## src/rtl/luxRegsPkg.sv

```systemverilog
package luxRegsPkg;
  localparam int REG_W = 8;
  localparam int PTR_W = 3;
  localparam int WORD_W = 2 * REG_W;

  localparam logic [PTR_W-1:0] REG_CMD  = 3'd0;
  localparam logic [PTR_W-1:0] REG_CTRL = 3'd1;
  localparam logic [PTR_W-1:0] REG_THRH = 3'd2;
  localparam logic [PTR_W-1:0] REG_THRL = 3'd3;

  typedef enum logic [3:0] {
    ST_IDLE, ST_DEV, ST_DEV_ACK, ST_PTR, ST_PTR_ACK,
    ST_WR, ST_WR_ACK, ST_RD, ST_RD_ACK
  } busState_t;

  typedef struct packed {
    logic             wrEn;
    logic [PTR_W-1:0] wrAddr;
    logic [REG_W-1:0] wrData;
    logic             syncCmd;
    logic             clrCmd;
  } regStrobe_t;
endpackage

```

## src/rtl/luxBusSync.sv

```systemverilog
module luxBusSync #(
  parameter int STAGES = 2
) (
  input  logic clk,
  input  logic rstN,
  input  logic din,
  output logic dout
);
  logic [STAGES-1:0] chain;

  generate
    if (STAGES == 1) begin : gSingle
      always_ff @(posedge clk or negedge rstN)
        if (!rstN) chain <= '1;
        else       chain <= din;
    end else begin : gMulti
      always_ff @(posedge clk or negedge rstN)
        if (!rstN) chain <= '1;
        else       chain <= {chain[STAGES-2:0], din};
    end
  endgenerate

  assign dout = chain[STAGES-1];
endmodule

```

## src/rtl/luxI2cCtrl.sv

```systemverilog
module luxI2cCtrl
  import luxRegsPkg::*;
#(
  parameter logic [6:0] DEV_ADDR = 7'h44
) (
  input  logic             clk,
  input  logic             rstN,
  input  logic             sclS,
  input  logic             sdaS,
  input  logic [REG_W-1:0] rdData,
  output regStrobe_t       strobe,
  output logic [PTR_W-1:0] rdAddr,
  output logic             sdaPullLow
);
  localparam logic [3:0] BITS_PER_BYTE = 4'd8;

  logic sclD, sdaD;
  logic sclRise, sclFall, startEv, stopEv;
  busState_t state;
  logic [3:0] bitCnt;
  logic [REG_W-1:0] shiftIn, txShift;
  logic [PTR_W-1:0] ptr;
  logic rdMode, nackSeen;

  assign sclRise = sclS & ~sclD;
  assign sclFall = ~sclS & sclD;
  assign startEv = sclS & sclD & sdaD & ~sdaS;
  assign stopEv  = sclS & sclD & ~sdaD & sdaS;
  assign rdAddr  = ptr;

  always_ff @(posedge clk or negedge rstN) begin
    if (!rstN) begin
      sclD <= 1'b1;
      sdaD <= 1'b1;
    end else begin
      sclD <= sclS;
      sdaD <= sdaS;
    end
  end

  always_ff @(posedge clk or negedge rstN) begin
    if (!rstN) begin
      state      <= ST_IDLE;
      bitCnt     <= '0;
      shiftIn    <= '0;
      txShift    <= '0;
      ptr        <= '0;
      rdMode     <= 1'b0;
      nackSeen   <= 1'b0;
      sdaPullLow <= 1'b0;
      strobe     <= '0;
    end else begin
      strobe.wrEn    <= 1'b0;
      strobe.syncCmd <= 1'b0;
      strobe.clrCmd  <= 1'b0;
      if (startEv) begin
        state      <= ST_DEV;
        bitCnt     <= '0;
        sdaPullLow <= 1'b0;
      end else if (stopEv) begin
        state      <= ST_IDLE;
        sdaPullLow <= 1'b0;
      end else begin
        if (sclRise) begin
          case (state)
            ST_DEV, ST_PTR, ST_WR:
              if (bitCnt < BITS_PER_BYTE) begin
                shiftIn <= {shiftIn[REG_W-2:0], sdaS};
                bitCnt  <= bitCnt + 4'd1;
              end
            ST_RD:     bitCnt   <= bitCnt + 4'd1;
            ST_RD_ACK: nackSeen <= sdaS;
            default: ;
          endcase
        end
        if (sclFall) begin
          case (state)
            ST_DEV:
              if (bitCnt == BITS_PER_BYTE) begin
                if (shiftIn[7:1] == DEV_ADDR) begin
                  state      <= ST_DEV_ACK;
                  rdMode     <= shiftIn[0];
                  sdaPullLow <= 1'b1;
                end else begin
                  state <= ST_IDLE;
                end
              end
            ST_DEV_ACK: begin
              bitCnt <= '0;
              if (rdMode) begin
                state      <= ST_RD;
                txShift    <= {rdData[REG_W-2:0], 1'b0};
                sdaPullLow <= ~rdData[REG_W-1];
              end else begin
                state      <= ST_PTR;
                sdaPullLow <= 1'b0;
              end
            end
            ST_PTR:
              if (bitCnt == BITS_PER_BYTE) begin
                ptr            <= shiftIn[PTR_W-1:0];
                strobe.syncCmd <= shiftIn[7];
                strobe.clrCmd  <= shiftIn[6];
                state          <= ST_PTR_ACK;
                sdaPullLow     <= 1'b1;
              end
            ST_PTR_ACK, ST_WR_ACK: begin
              state      <= ST_WR;
              bitCnt     <= '0;
              sdaPullLow <= 1'b0;
            end
            ST_WR:
              if (bitCnt == BITS_PER_BYTE) begin
                strobe.wrEn   <= 1'b1;
                strobe.wrAddr <= ptr;
                strobe.wrData <= shiftIn;
                ptr           <= ptr + 1'b1;
                state         <= ST_WR_ACK;
                sdaPullLow    <= 1'b1;
              end
            ST_RD:
              if (bitCnt == BITS_PER_BYTE) begin
                sdaPullLow <= 1'b0;
                ptr        <= ptr + 1'b1;
                state      <= ST_RD_ACK;
              end else begin
                sdaPullLow <= ~txShift[REG_W-1];
                txShift    <= {txShift[REG_W-2:0], 1'b0};
              end
            ST_RD_ACK:
              if (nackSeen) begin
                state      <= ST_IDLE;
                sdaPullLow <= 1'b0;
              end else begin
                state      <= ST_RD;
                bitCnt     <= '0;
                txShift    <= {rdData[REG_W-2:0], 1'b0};
                sdaPullLow <= ~rdData[REG_W-1];
              end
            default: ;
          endcase
        end
      end
    end
  end
endmodule

```

## src/rtl/luxRegBank.sv

```systemverilog
module luxRegBank
  import luxRegsPkg::*;
#(
  parameter logic [REG_W-1:0] THR_HI_INIT = 8'hFF,
  parameter logic [REG_W-1:0] THR_LO_INIT = 8'h00
) (
  input  logic              clk,
  input  logic              rstN,
  input  regStrobe_t        strobe,
  input  logic [PTR_W-1:0]  rdAddr,
  output logic [REG_W-1:0]  rdData,
  input  logic              dataLoad,
  input  logic [WORD_W-1:0] sensorIn,
  input  logic [WORD_W-1:0] timerIn,
  input  logic              intSet,
  output logic              intFlag,
  output logic [REG_W-1:0]  cmdReg,
  output logic [3:0]        ctrlCfg,
  output logic [REG_W-1:0]  thrHi,
  output logic [REG_W-1:0]  thrLo,
  output logic              syncPulse,
  output logic              clrIntPulse
);
  localparam int RO_WORDS = 2;
  localparam logic [REG_W-1:0] CMD_MASK = 8'hEF;

  logic [WORD_W-1:0] roIn   [RO_WORDS];
  logic [WORD_W-1:0] roWord [RO_WORDS];

  assign roIn[0] = sensorIn;
  assign roIn[1] = timerIn;

  genvar g;
  generate
    for (g = 0; g < RO_WORDS; g++) begin : gRoWord
      always_ff @(posedge clk or negedge rstN)
        if (!rstN)         roWord[g] <= '0;
        else if (dataLoad) roWord[g] <= roIn[g];
    end
  endgenerate

  always_ff @(posedge clk or negedge rstN) begin
    if (!rstN) begin
      cmdReg  <= '0;
      ctrlCfg <= '0;
      thrHi   <= THR_HI_INIT;
      thrLo   <= THR_LO_INIT;
    end else if (strobe.wrEn) begin
      case (strobe.wrAddr)
        REG_CMD:  cmdReg  <= strobe.wrData & CMD_MASK;
        REG_CTRL: ctrlCfg <= strobe.wrData[3:0];
        REG_THRH: thrHi   <= strobe.wrData;
        REG_THRL: thrLo   <= strobe.wrData;
        default: ;
      endcase
    end
  end

  always_ff @(posedge clk or negedge rstN) begin
    if (!rstN) begin
      intFlag     <= 1'b0;
      syncPulse   <= 1'b0;
      clrIntPulse <= 1'b0;
    end else begin
      syncPulse   <= strobe.syncCmd;
      clrIntPulse <= strobe.clrCmd;
      if (strobe.clrCmd) intFlag <= 1'b0;
      else if (intSet)   intFlag <= 1'b1;
    end
  end

  always_comb begin
    case (rdAddr)
      3'd0: rdData = cmdReg;
      3'd1: rdData = {2'b00, intFlag, 1'b0, ctrlCfg};
      3'd2: rdData = thrHi;
      3'd3: rdData = thrLo;
      3'd4: rdData = roWord[0][REG_W-1:0];
      3'd5: rdData = roWord[0][WORD_W-1:REG_W];
      3'd6: rdData = roWord[1][REG_W-1:0];
      default: rdData = roWord[1][WORD_W-1:REG_W];
    endcase
  end
endmodule

```

## src/rtl/lux_i2c_regs.sv

```systemverilog
module lux_i2c_regs
  import luxRegsPkg::*;
#(
  parameter logic [6:0]       DEV_ADDR    = 7'h44,
  parameter int               SYNC_STAGES = 2,
  parameter logic [REG_W-1:0] THR_HI_INIT = 8'hFF,
  parameter logic [REG_W-1:0] THR_LO_INIT = 8'h00
) (
  input  logic              clk,
  input  logic              rstN,
  input  logic              scl,
  input  logic              sdaIn,
  output logic              sdaPullLow,
  output logic              cfgEnable,
  output logic              cfgPowerDown,
  output logic              cfgExtTiming,
  output logic [1:0]        cfgDiodeSel,
  output logic [1:0]        cfgWidth,
  output logic [1:0]        cfgGain,
  output logic [1:0]        cfgPersist,
  output logic [REG_W-1:0]  thrHigh,
  output logic [REG_W-1:0]  thrLow,
  input  logic              dataLoad,
  input  logic [WORD_W-1:0] sensorIn,
  input  logic [WORD_W-1:0] timerIn,
  input  logic              intSet,
  output logic              intFlag,
  output logic              syncPulse,
  output logic              clrIntPulse
);
  logic sclS, sdaS;
  regStrobe_t strobe;
  logic [PTR_W-1:0] rdAddr;
  logic [REG_W-1:0] rdData;
  logic [REG_W-1:0] cmdReg;
  logic [3:0] ctrlCfg;

  luxBusSync #(.STAGES(SYNC_STAGES)) uSclSync (.clk(clk), .rstN(rstN), .din(scl),   .dout(sclS));
  luxBusSync #(.STAGES(SYNC_STAGES)) uSdaSync (.clk(clk), .rstN(rstN), .din(sdaIn), .dout(sdaS));

  luxI2cCtrl #(.DEV_ADDR(DEV_ADDR)) uCtrl (
    .clk(clk), .rstN(rstN), .sclS(sclS), .sdaS(sdaS), .rdData(rdData),
    .strobe(strobe), .rdAddr(rdAddr), .sdaPullLow(sdaPullLow)
  );

  luxRegBank #(.THR_HI_INIT(THR_HI_INIT), .THR_LO_INIT(THR_LO_INIT)) uBank (
    .clk(clk), .rstN(rstN), .strobe(strobe), .rdAddr(rdAddr), .rdData(rdData),
    .dataLoad(dataLoad), .sensorIn(sensorIn), .timerIn(timerIn),
    .intSet(intSet), .intFlag(intFlag), .cmdReg(cmdReg), .ctrlCfg(ctrlCfg),
    .thrHi(thrHigh), .thrLo(thrLow), .syncPulse(syncPulse), .clrIntPulse(clrIntPulse)
  );

  assign cfgEnable    = cmdReg[7];
  assign cfgPowerDown = cmdReg[6];
  assign cfgExtTiming = cmdReg[5];
  assign cfgDiodeSel  = cmdReg[3:2];
  assign cfgWidth     = cmdReg[1:0];
  assign cfgGain      = ctrlCfg[3:2];
  assign cfgPersist   = ctrlCfg[1:0];
endmodule

```

## config.mk

```make
export PLATFORM = sky130hd
export DESIGN_NAME = lux_i2c_regs
export DESIGN_NICKNAME = d
export VERILOG_FILES = /design/src/rtl/luxRegsPkg.sv /design/src/rtl/luxBusSync.sv /design/src/rtl/luxI2cCtrl.sv /design/src/rtl/luxRegBank.sv /design/src/rtl/lux_i2c_regs.sv
export SDC_FILE = /design/constraint.sdc
export NUM_CORES = 1
export LEC_CHECK = 0
export ABC_AREA = 1
export BUFFER_PORTS_ARGS = -buffer_cell sky130_fd_sc_hd__buf_2
export CAP_MARGIN = 20
export CORE_MARGIN = 2
export CORE_UTILIZATION = 40
export DETAILED_ROUTE_END_ITERATION = 8
export PLACE_DENSITY_LB_ADDON = 0.08
export SETUP_SLACK_MARGIN = 0.15
export SLEW_MARGIN = 40
export SYNTH_ARGS = -nofsm -noshare
export SYNTH_HDL_FRONTEND = slang
export SYNTH_SLANG_ARGS = --single-unit
```

## constraint.sdc

```tcl
create_clock -name clk -period 2.04 [get_ports clk]
set_input_delay 0 -clock clk [delete_from_list [all_inputs] [get_ports clk]]
set_output_delay 0 -clock clk [all_outputs]
set_load 0.01 [all_outputs]
```

==> results of run 1 <==
-- final cells by class --
type	count	area, um2
fill	1230	6202
multi-input combinational	406	2044
inverter	76	290.3
timing repair buffer	110	760.7
tap	172	215.2
sequential	111	2796
clock inverter	3	40.04
clock buffer	13	270.3
-- Yosys cell counts, types with 2 or more instances --
master	count	share of area [%]
nand3b_1	4	0.58
o21ai_1	3	0.29
buf_4	2	0.29
nand2_2	4	0.48
dfrtp_1	97	47
nand4_1	9	1.1
buf_2	4	0.39
o21ai_0	94	9.1
inv_2	3	0.22
dfstp_2	14	7.1
nor2_1	38	2.8
a21oi_1	9	0.87
nor3_1	2	0.19
nand3_2	3	0.58
inv_4	2	0.24
clkbuf_1	8	0.58
inv_1	71	5.1
nor2_4	3	0.65
nand2_1	168	12
mux2_2	12	2.6
nand3_1	32	3.1
or2_1	6	0.73
o22ai_1	5	0.60
ha_1	8	1.9
-- worst register-to-register path, stage by stage (launching register included) --
cell and delay (ns):
dfrtp_1 0.41, ha_1 0.21, ha_1 0.21, buf_4 0.18, nand2_1 0.06, o21ai_0 0.15
nor3_1 0.24, nand2_1 0.07, nand2_1 0.06, nand2_1 0.04, nor2_1 0.08
-- metal layers --
metal | vias up | wire length, um
met5 | - | 0
met4 | 0 | 349
met3 | 21 | 634
met2 | 120 | 6318
met1 | 2063 | 6243
li1 | 2163 | -
-- through the flow --
stage / hold WS (ns) / cells
after detailed placement: -0.07565 / 839
after CTS: 0.09845 / 891
after global routing: 0.1162 / 891
final: 0.08336 / 891
after floorplan: -0.2956 / 608
after global placement: -0.08084 / 839
-- flip-flops by register name, indices dropped and copies added (netlist names), 3 cells and up --
register       count
uBank.thrLo        8
uBank.ctrlCfg      4
uBank.cmdReg       7
uCtrl.strobe      14
uBank.roWord      32
uBank.thrHi        8
uCtrl.txShift      7
uCtrl.rdAddr       3
uCtrl.bitCnt       4
uCtrl.shiftIn      8
uCtrl.state        4
-- power breakdown --
group	switching (mW)	internal, mW	leakage, nW
clock network	0.799	1.05	0.156
logic	0.240	0.176	1.57
registers	0.0855	2.32	1.42
total	1.12	3.55	3.15
-- kinds of logic after synthesis --
family / Yosys count / share of synthesized area, %
and+or+nand+nor: 272 / 23.18
adders and majority gates: 8 / 1.933
AOI/OAI and AO/OA: 113 / 11.16
muxes: 12 / 2.610
xor gates and xnor gates: 1 / 0.1692
buffers and inverters: 91 / 6.960
DFF: 111 / 53.99
-- how the worst max path moves through the flow --
stage	start	end	slack, ns	depth (start not counted)
final	uCtrl.rdAddr[0]	uCtrl.sdaPullLow	0.27	10
after global routing	uCtrl.rdAddr[0]	uCtrl.txShift[7]	0.14	9
after CTS	uCtrl.rdAddr[0]	uCtrl.txShift[3]	0.23	8
after detailed placement	uCtrl.rdAddr[0]	uCtrl.txShift[6]	0.13	10
after global placement	uCtrl.rdAddr[0]	uCtrl.sdaPullLow	0.19	11
after floorplan	uCtrl.rdAddr[0]	uCtrl.sdaPullLow	0.38	11
-- repair_timing --
action	CTS	global route
hold buffers	36	0
setup endpoints to repair	5	7
resized for setup	1	7
hold endpoints to repair	134	0
==> metrics.txt, run 1 <==
met2 usage between 30% and 40%; # DRC 0; final worst slack 0.2671 ns; reg2reg end uCtrl.sdaPullLow; Synth Cell Area approximately 0.0052 mm2; Max IR drop VDD 0.0006631 V; Crit path top cell by count nand2_1; Startpoint Class register; Pre-antenna DRT Iters 5; vias in the first global route 4,250; async set-or-reset flop fraction in the synthesized netlist 100.0%; via-per-instance ratio 4.901; Final Cell Area 0.006417 mm2; CTS Sinks 111; routability cong. between 0.8 and 0.9; largest net degree at the start of global routing 53; Leak approximately 3.2 nW; clk slew on worst S/H paths 0.07 ns; ys flop type dfrtp_1; fraction of layout cells with a size suffix above 1 19.61%; Via Count ~4,400; CP cell instances ha_1, ha_1, buf_4, nand2_1, o21ai_0, nor3_1, nand2_1, nand2_1, nand2_1, nor2_1; Horiz. Die Dim 117.8 um; crit path buf inv count 1; io pins 69; status completed; delay-heaviest family, CP simple AND/OR/NAND/NOR gates; EDFF count, synth 0; die height 117.8 um; total core area 0.01262 mm2; Util after Layout 50.85%; routed length per instance approximately 15 um; Worst EP required 2.33 ns; crit share post-route 86.90%; GR Util met3 approximately 4.7%; Power Density 728.5 mW/mm2; R2R setup slack 0.27 ns; post-synth cell types 31; Final Hold Fails 0; CTS tree built; CTS buffer count 9; Antenna Diode Count 0; Hold WC Path Type input port to async pin; ANT nets after route 0; root buf cell clkbuf_16; setup TNS 0 ns; commonest non-fill, non-tap cell in the layout nand2_1; Starting Density about two fifths; met1 Use GR a little over a quarter; CTS max path bufs 2; fin nets between 700 and 800; register area share after synthesis 53.99%; dpl hpwl 9935 um; RSZ-0062 raised after global routing no; # rows 41; crit path time final 1.773 ns; Critical Path Slowest Stage Cell dfrtp_1; critical-path maximum fanout 8; max_cap viols 0; Mapped Nets between 600 and 700; Power, Total between 4 and 5 mW; CP peak stage delay 0.41 ns; GRT Overall Usage 20.28%; drt total wl 13,550 um; Synth-to-Final Area Change 23.95%; PortBufs 68; highest-count cells in the layout ignoring fill and taps nand2_1, dfrtp_1, o21ai_0; headroom to the max-slew limit about 56%; CP Capture Type register; setup violators final 0; Cells after Synth 608; GR Overflow Total 0; Die Outline Area 0.01387 mm2; Synth warnings 0; worst slack, placed 0.1306 ns; Placed Area 0.005723 mm2; flops & latches, synth 111; H-tree Lvls 3; global route hottest layer met2; Reg2Reg Depth 10; average cell area after synthesis 8.516 um2; CP Class register to register; fin. max-slew vios 0; Post-CTS Setup Inserts 0; initial antenna violation count 0; crit path DAT 2.07 ns; clock skew 0.009051 ns; Initial DRC Count 321; Max Fclk 564.1 MHz; worst slew pin tran 0.6559 ns; worst r2r src uCtrl.rdAddr[0]; global-route wire length before repair 22,190 um; clock latency on the worst-skew pair 0.36 ns
Power figures use the tool's default switching activity.
==> inputs of run 2 (changes only) <==
--- a/config.mk
+++ b/config.mk
@@ -8,11 +8,10 @@
 export ABC_AREA = 1
 export BUFFER_PORTS_ARGS = -buffer_cell sky130_fd_sc_hd__buf_2
 export CAP_MARGIN = 20
-export CORE_MARGIN = 2
+export CORE_MARGIN = 1
 export CORE_UTILIZATION = 40
 export DETAILED_ROUTE_END_ITERATION = 8
 export PLACE_DENSITY_LB_ADDON = 0.08
-export SETUP_SLACK_MARGIN = 0.15
 export SLEW_MARGIN = 40
 export SYNTH_ARGS = -nofsm -noshare
 export SYNTH_HDL_FRONTEND = slang
==> run 2 against run 1 <==
Cell count is the same. Non-clock buffer count unchanged. Setup slack worse by 0.046 ns. Combinational power hardly changed. Sequential share of layout area increased by 0.41 points. Global-route usage increased by 1.5 points. Critical endpoint unchanged. Largest cell class unchanged. Largest power group unchanged.
==> metrics.txt, run 2 (same netlist as run 1, synthesis figures left out) <==
status completed (unchanged); clock latency on the worst-skew pair 0.36 ns (about the same); Pre-antenna DRT Iters 5 (unchanged); global-route wire length before repair 21,690 um (was 22,190 um); CTS Sinks 111 (unchanged); via-per-instance ratio 4.862 (was 4.901); GR Overflow Total 0 (unchanged); Power, Total 4.473 mW (was 4.675 mW); Max IR drop VDD 0.0006031 V (was 0.0006631 V); total net switching power 1.109 mW (was 1.125 mW); root buf cell clkbuf_16 (unchanged); H-tree Lvls 3 (unchanged); CTS tree built (unchanged); headroom to the max-slew limit 62.65% (was 56.27%); Horiz. Die Dim 115.8 um (was 117.8 um); sequential share of power 53.9% (was 51.5%); CTS buffer count 9 (unchanged); footprint of the multi-input gates 0.002024 mm2 (was 0.002044 mm2); Initial DRC Count 346 (was 321); Final Hold Fails 0 (unchanged); Antenna Diode Count 0 (unchanged); register area 0.002795 mm2 (was 0.002796 mm2); total core area 0.01262 mm2 (unchanged); Largest Register uBank.roWord (unchanged); # rows 41 (unchanged); max_cap viols 0 (unchanged); Regs by FF count uBank.roWord (32), uCtrl.strobe (14) (unchanged); Hold WC Path Type input port to async pin (unchanged); vias in the first global route 4,246 (was 4,250); Reg2Reg Depth 10 (unchanged); clock skew 0.008803 ns (was 0.009051 ns); combinational share of power 9.3% (was 8.9%); Worst EP required 2.30 ns (was 2.33 ns); routed length per instance 15.05 um (was 15.20 um); drt total wl 13,410 um (was 13,550 um); fraction of layout cells with a size suffix above 1 18.50% (was 19.61%); GRT Overall Usage 21.76% (was 20.28%); Leak 3.129 nW (was 3.154 nW); dpl hpwl 9895 um (was 9935 um); initial antenna violation count 0 (unchanged); number of flip-flops in the largest register 32 (unchanged); highest-count cells in the layout ignoring fill and taps nand2_1, dfrtp_1, o21ai_0 (unchanged); die height 115.8 um (was 117.8 um); RSZ-0062 raised after global routing no (unchanged); Clk network pwr share 36.9% (was 39.6%); final worst slack 0.2213 ns (was 0.2671 ns); Via Count 4,332 (was 4,367); worst hold slack 0.01785 ns (was 0.08336 ns); routability cong. 0.8765 (was 0.8336); CTS max path bufs 2 (unchanged); fill count 1,270 (was 1,230); worst slew pin tran 0.5588 ns (was 0.6559 ns); Power Density 703.9 mW/mm2 (was 728.5 mW/mm2); Util after Layout 50.36% (was 50.85%); fin nets 760 (unchanged); internal power 3.364 mW (was 3.550 mW); clk slew on worst S/H paths 0.07 ns (about the same); critical-path maximum fanout 7 (was 8); CP Class register to register (unchanged); Die Outline Area 0.01340 mm2 (was 0.01387 mm2); # DRC 0 (unchanged); Max Fclk 549.9 MHz (was 564.1 MHz); worst slack, placed 0.1749 ns (was 0.1306 ns); CP Capture Type register (unchanged); Startpoint Class register (unchanged); crit path time final 1.819 ns (was 1.773 ns); PortBufs 68 (unchanged); setup TNS 0 ns (unchanged); ANT nets after route 0 (unchanged); Synth-to-Final Area Change 22.74% (was 23.95%); largest net degree at the start of global routing 42 (was 53); crit path DAT 2.08 ns (was 2.07 ns); setup violators final 0 (unchanged); fin. max-slew vios 0 (unchanged); Net Sw Frac 24.80% (was 24.06%); commonest non-fill, non-tap cell in the layout nand2_1 (unchanged); Post-CTS Setup Inserts 0 (unchanged); crit share post-route 89.15% (was 86.90%); io pins 69 (unchanged); Starting Density 41.03% (unchanged)
run 2: cell count changes in the layout (fill, tap and decap cells not counted), sizes merged:
cell / before / now
inv: 76 / 77
bufinv: 1 / 0
run 2: cell type report:
class / instances / share of cell area, %
inverters: 76 / 4.568
flip-flops and latches: 111 / 43.99
multi-input cells: 406 / 31.86
clock inverters: 3 / 0.2953
clock buffers: 13 / 3.938
well taps: 172 / 3.386
repair buffers: 110 / 11.97
run 2: worst max-delay path, cell delays in order, from the launching register on:
cell	delay, ns
dfrtp_1	0.42
ha_1	0.21
ha_1	0.20
nor2_1	0.18
nand3_1	0.25
nor2_1	0.20
a21oi_1	0.06
nand2_1	0.07
nand2_1	0.05
nand2_1	0.05
nor2_1	0.04
run 2: repair_timing:
action	CTS	global route
setup endpoints to repair	0	5
hold buffers	36	0
resized for setup	0	1
hold endpoints to repair	133	0
run 2: final timing paths:
| kind | from | end | slack (ns) |
|---|---|---|---|
| min in group clk | dataLoad | uBank.roWord[15] | 0.14 |
| max in group asynchronous | rstN | uCtrl.sclD | 1.35 |
| max | uCtrl.rdAddr[0] | uCtrl.sdaPullLow | 0.22 |
| min | rstN | uBank.thrLo[1] | 0.02 |
| max reg2reg | uCtrl.rdAddr[0] | uCtrl.sdaPullLow | 0.22 |
| min reg2reg | uSdaSync.chain[0] | uSdaSync.chain[1] | 0.36 |
run 2: metrics by stage:
stage,area (um2),instances
after floorplan,5177,608
after global placement,5723,839
after detailed placement,5723,839
after CTS,6352,891
after global routing,6355,891
final,6355,891
run 2: power groups by stage:
stage	sequential [mW]	clock, mW	combinational, mW
floorplan	2.42	0	0.212
global placement	2.45	0	0.359
detailed placement	2.45	0	0.368
CTS	2.41	1.70	0.423
global route	2.42	1.79	0.475
finish	2.41	1.65	0.414
run 2: per-layer routing:
metal	global-route usage [%]	wire length (um)
met4	8.205	335
met2	35.16	6276
met5	0	0
met3	4.184	517
met1	29.09	6282
